**src/rtl/vliw_chk_pkg.sv**
```systemverilog
// Package: shared constants, unit-type codes and the slot legality table
// for the VLIW slot legality checker. Assumes a fixed five-slot word.
package vliw_chk_pkg;

    localparam int NSLOT  = 5;
    localparam int TYPE_W = 3;
    localparam int SEL_W  = $clog2(NSLOT);

    typedef enum logic [TYPE_W-1:0] {
        UT_IMM  = 3'd0,
        UT_ALU  = 3'd1,
        UT_DMEM = 3'd2,
        UT_BR   = 3'd3,
        UT_DSP  = 3'd4,
        UT_FALU = 3'd5,
        UT_FDIV = 3'd6,
        UT_RSV  = 3'd7
    } unit_t;

    // Bit k-1 set means slot k may hold the given unit type.
    function automatic logic [NSLOT-1:0] legal_slots(input unit_t t);
        logic [NSLOT-1:0] m;
        case (t)
            UT_IMM:  m = 5'b11111;
            UT_ALU:  m = 5'b11111;
            UT_DMEM: m = 5'b11000;
            UT_BR:   m = 5'b01110;
            UT_DSP:  m = 5'b00101;
            UT_FALU: m = 5'b01001;
            UT_FDIV: m = 5'b00010;
            default: m = 5'b00000;
        endcase
        return m;
    endfunction

endpackage

```
**src/rtl/vliw_slot_rule.sv**
```systemverilog
// Per-slot rule evaluation: placement legality for this slot position,
// predicate lookup and classification. Purely combinational.
// Assumes SLOT_IDX is the zero-based position of the slot in the word.
module vliw_slot_rule
    import vliw_chk_pkg::*;
#(
    parameter int SLOT_IDX = 0,
    parameter int PRED_CNT = 64,
    localparam int PIDX_W  = $clog2(PRED_CNT)
) (
    input  logic                 valid,
    input  logic [TYPE_W-1:0]    utype,
    input  logic [PIDX_W-1:0]    pidx,
    input  logic [PRED_CNT-1:0]  pred_regs,
    output logic                 placed_bad,
    output logic                 branch_live,
    output logic                 is_branch,
    output logic                 wants_issue
);

    unit_t            kind;
    logic             pred_true;
    logic [NSLOT-1:0] allowed;

    // Decode the slot's unit type and read its guarding predicate.
    always_comb begin
        kind      = unit_t'(utype);
        allowed   = legal_slots(kind);
        pred_true = pred_regs[pidx];
    end

    // Classify the slot for the word-level combine.
    always_comb begin
        placed_bad  = valid && !allowed[SLOT_IDX];
        is_branch   = valid && (kind == UT_BR);
        branch_live = is_branch && pred_true;
        wants_issue = valid && (kind != UT_IMM) && pred_true;
    end

endmodule

```
**config.mk**
```make
export PLATFORM = sky130hd
export DESIGN_NAME = vliw_slot_rule
export DESIGN_NICKNAME = d
export VERILOG_FILES = /design/src/rtl/vliw_chk_pkg.sv /design/src/rtl/vliw_slot_rule.sv
export SDC_FILE = /design/constraint.sdc
export NUM_CORES = 1
export LEC_CHECK = 0
export BUFFER_PORTS_ARGS = -buffer_cell sky130_fd_sc_hd__buf_2
export CORE_UTILIZATION = 32
export DETAILED_ROUTE_END_ITERATION = 10
export PLACE_DENSITY = 0.81
export SLEW_MARGIN = 20
export SYNTH_ARGS = -nofsm -noshare
export SYNTH_HDL_FRONTEND = slang
export SYNTH_SLANG_ARGS = --single-unit
```
**constraint.sdc**
```tcl
create_clock -name vclk -period 1.62
set_clock_uncertainty 0.05 [all_clocks]
set_input_delay 0.162 -clock vclk [all_inputs]
set_output_delay 0.162 -clock vclk [all_outputs]
set_load 0.05 [all_outputs]
```
==> metrics.yaml, run 1 <==
drt_iter0_markers: 12
drc_errors: 0
place_congestion: 0.746
hold_slack_ns: 0.696
nClkBuffers: 0
grt_pass1_vias: 885
grt-ovfl-total: 0
syn2layout_area_growth_pct: 91.3
hold_viol_final: 0
die_height_um: 47.4
power_w: 0.000322
path_cells: "buf_12 > mux4_2 > a22oi_2 > a311oi_2 > a31oi_4 > a21oi_4 > buf_6"
synthTopCellsByArea: "mux2i_1 24%, mux4_1 24%, nand3_1 6.8%"
crit_path_max_incr_delay_ns: 0.51
min_period_over_period: 1.13
num_vias: 971
synth_area_per_cell_um2: 9.57
dp_hpwl_mm: 2.10
synth.top_cell.area_share: 0.242
worstSetupEndpointType: "primary output"
cts_setup_buffers: 0
holdPathStages: 4
slew_violations: 0
period_needed_ns: 1.84
ant_nets: 0
grt_max_degree: 14
max_slew_margin: 0.683
violations: "negative setup slack"
setup.worst_path.class: "in2out"
power.density_nw_per_um2: 255
wl_per_cell_um: 12.9
syn_area_um2: 661
antenna_found_initial: 0
synth_cell_types: 23
ioPinCount: 78
synth_warnings: 0
first_pass_iters: 4
required_ns: 1.41
hp-class: "in2out"
register_area_um2: 0
fmax_mhz: 545
ys_seq_area_frac: 0
syn_inst: 69
arrival_ns: 1.62
path_delay_family: "compound AO/OA/AOI/OAI gates"
p_leak_nw: 0.660
crit_cells: 7
post-synth-top-count-cell: "mux2i_1"
crit_slowest_cell: "mux4_2"
fillers: 179
core_um2: 1940
ys_top_cells_by_count: "16 x mux2i_1, 9 x nand3_1, 6 x mux4_1"
multi_input_area_um2: 647
cp_num_buf_inv: 2
vdd_drop_max_uv: 125
endpoint: "wants_issue"
grt_pass1_wl_mm: 3.44
routed_wl_mm: 2.39
cp-startpoint: "pidx[0]"
seq_cells: 0
tightestPinTransition_ns: 0.471
start_util: 0.340
viasPerCell: 5.22
layout-drive-gt1-share: 0.686
die_width_um: 47.4
synth_top_area_cell: "mux2i_1"
dieArea_um2: 2250
worst-path-max-fanout: 7
maxCapViolCount: 0
numPortBuffers: 78
nNetsFinal: 235
rsz0062_at_grt: "yes"
gr-usage-all-layers: 0.211
worst_slack_ns: -0.216
status: "finished with violations"
diodes: 0
start_kind: "primary input"
std_cell_rows: 16
synthesis.nets: 143
setup-violations-final: 2
==> worst min-delay path by stage <==
stage	startpoint	to	slack [ns]
2_1_floorplan	valid	wants_issue	0.45
3_3_place_gp	valid	placed_bad	0.71
3_5_place_dp	valid	placed_bad	0.72
4_1_cts	valid	wants_issue	0.69
5_1_grt	valid	wants_issue	0.72
6_report	valid	wants_issue	0.70
==> power breakdown <==
part           total, W  switching [W]  internal (W)
Combinational  0.000322       0.000137      0.000185
Clock                 0              0             0
Sequential            0              0             0
Total          0.000322       0.000137      0.000185
==> logic make-up after synthesis <==
family          share of synthesized area
compound gates                      0.193
buf+inv                            0.0947
mux                                 0.549
simple gates                        0.163
==> what timing repair did <==
item                                    4_1_cts  5_1_grt
endpoints found under the setup margin        2        2
hold buffers                                  0        0
resized for setup                            16        3
pin swaps                                     5        3
==> metrics by stage <==
stage	instances	TNS (ns)	util	instance area (um^2)	setup slack, ns
3_5_place_dp	186	-0.881	0.624	1210	-0.445
5_1_grt	186	-0.554	0.651	1260	-0.277
4_1_cts	186	-0.489	0.649	1260	-0.256
6_report	186	-0.406	0.651	1260	-0.216
2_1_floorplan	69	-0.271	-	707	-0.138
3_3_place_gp	186	-0.678	0.624	1210	-0.342
==> per-layer routing <==
| metal | GRT usage | wire [um] | vias to the layer above |
|---|---|---|---|
| li1 | - | - | 467 |
| met1 | 0.220 | 922 | 439 |
| met2 | 0.449 | 1240 | 63 |
| met3 | 0.0151 | 215 | 2 |
| met4 | 0.0343 | 15 | 0 |
| met5 | 0 | 0 | - |
==> layout by cell type, fill, tap and decap left out <==
cell / n
nand3_2: 1
clkbuf_4: 1
a21boi_4: 1
buf_4: 13
mux4_2: 5
a31oi_4: 1
a211oi_1: 1
buf_12: 2
nor2b_1: 4
nand2_1: 4
a22oi_1: 4
and3b_2: 1
nand3_1: 8
and2_1: 1
a41o_1: 1
buf_2: 74
o31ai_1: 1
mux2i_1: 16
inv_1: 3
a21oi_4: 1
a22oi_2: 2
a311oi_2: 1
a311oi_1: 2
mux4_1: 3
buf_6: 5
nor2_1: 2
a211oi_2: 1
==> area by class of cell <==
type,instances,area share
multi-input combinational,61,0.512
timing repair buffer,95,0.452
tap,27,0.0267
inverter,3,0.00891
Note: power is estimated with default switching activity, not from simulation.
==> inputs of run 2 (changes only) <==
Settings changed: MAX_ROUTING_LAYER from default to met4.
==> run 2 against run 1 <==
Effect of this change:
- the flow still finishes with violations (negative setup slack)
- via count decreased by 0.10%
- count of clock-buffer cells in the layout unchanged
- final cell count unchanged
- hold slack unchanged
- sequential share of layout area unchanged
- design area unchanged
- critical path depth unchanged
- largest cell class unchanged
- routed wire length about the same
- die area unchanged
==> metrics.yaml, run 2 (synthesis results as in run 1) <==
place_congestion: 0.755
grt_pass1_wl_mm: 3.42
setup-violations-final: 2
grt-ovfl-total: 0
numPortBuffers: 78
register_area_um2: 0
power_w: 0.000322
worstSetupEndpointType: "primary output"
hold_viol_final: 0
min_period_over_period: 1.13
diodes: 0
start_kind: "primary input"
start_util: 0.340
routed_wl_mm: 2.40
hp-class: "in2out"
viasPerCell: 5.22
final_cells: 186
status: "finished with violations"
first_pass_iters: 4
power.density_nw_per_um2: 255
ioPinCount: 78
placed_cells: 186
hold_slack_ns: 0.696
ant_nets: 0
required_ns: 1.41
drc_errors: 0
vdd_drop_max_uv: 124
antenna_found_initial: 0
num_vias: 970
die_width_um: 47.4
post-route-util: 0.651
nNetsFinal: 235
period_needed_ns: 1.84
cts_hold_buf: 0
violations: "negative setup slack"
max_slew_margin: 0.683
core_um2: 1940
grt_pass1_vias: 886
rsz0062_at_grt: "yes"
die_height_um: 47.4
gr-usage-all-layers: 0.217
maxCapViolCount: 0
layout-drive-gt1-share: 0.686
setup.worst_path.class: "in2out"
p_leak_nw: 0.660
std_cell_rows: 16
seq_cells: 0
wl_per_cell_um: 12.9
worst-path-max-fanout: 7
arrival_ns: 1.62
dp_hpwl_mm: 2.10
drt_iter0_markers: 13
dieArea_um2: 2250
fmax_mhz: 545
tightestPinTransition_ns: 0.471
final_common_cell: "buf_2"
slew_violations: 0
layout_common_cells: "74 x buf_2, 16 x mux2i_1, 13 x buf_4"
grt_max_degree: 14
worst_slack_ns: -0.216
syn2layout_area_growth_pct: 91.3
nClkBuffers: 0
-- run 2: cell counts in the layout (fill, tap and decap cells not counted) --
Identical to the previous run, type by type.
-- run 2: area by class of cell --
| cell class | instances | area [um^2] |
|---|---|---|
| fillers | 179 | 678 |
| multi-input cells | 61 | 647 |
| repair buffers | 95 | 572 |
| well taps | 27 | 33.8 |
| inverters | 3 | 11.3 |
-- run 2: stage by stage --
stage	area, um^2	TNS (ns)	setup WS, ns
final	1260	-0.405	-0.216
after global routing	1260	-0.554	-0.277
after CTS	1260	-0.489	-0.256
after detailed placement	1210	-0.881	-0.445
after global placement	1210	-0.678	-0.342
after floorplan	707	-0.271	-0.138
-- run 2: worst max-delay path: stages --
cell	delay, ns
buf_12	0.10
mux4_2	0.51
a22oi_2	0.21
a311oi_2	0.14
a31oi_4	0.24
a21oi_4	0.09
buf_6	0.17
-- run 2: final timing paths --
check	startpoint	endpoint	slack [ns]	depth (start not counted)
min	valid	wants_issue	0.70	4
max	pidx[0]	wants_issue	-0.22	7
-- run 2: timing repair --
item                       CTS  global route
pin swaps                    5             3
setup endpoints to repair    2             2
gates resized for setup     16             3
setup buffers                0             0
-- run 2: where the power goes --
part / leakage, nW / total [W] / switching, W / internal [W]
clock network: 0 / 0 / 0 / 0
logic: 0.660 / 0.000322 / 0.000137 / 0.000185
registers: 0 / 0 / 0 / 0
-- run 2: layer usage --
| metal | global-route usage | vias to the layer above | part of all wire |
|---|---|---|---|
| li1 | - | 467 | - |
| met1 | 0.220 | 438 | 0.39 |
| met2 | 0.449 | 63 | 0.52 |
| met3 | 0.0113 | 2 | 0.088 |
| met4 | 0.0343 | 0 | 0.0063 |
| met5 | - | - | 0 |
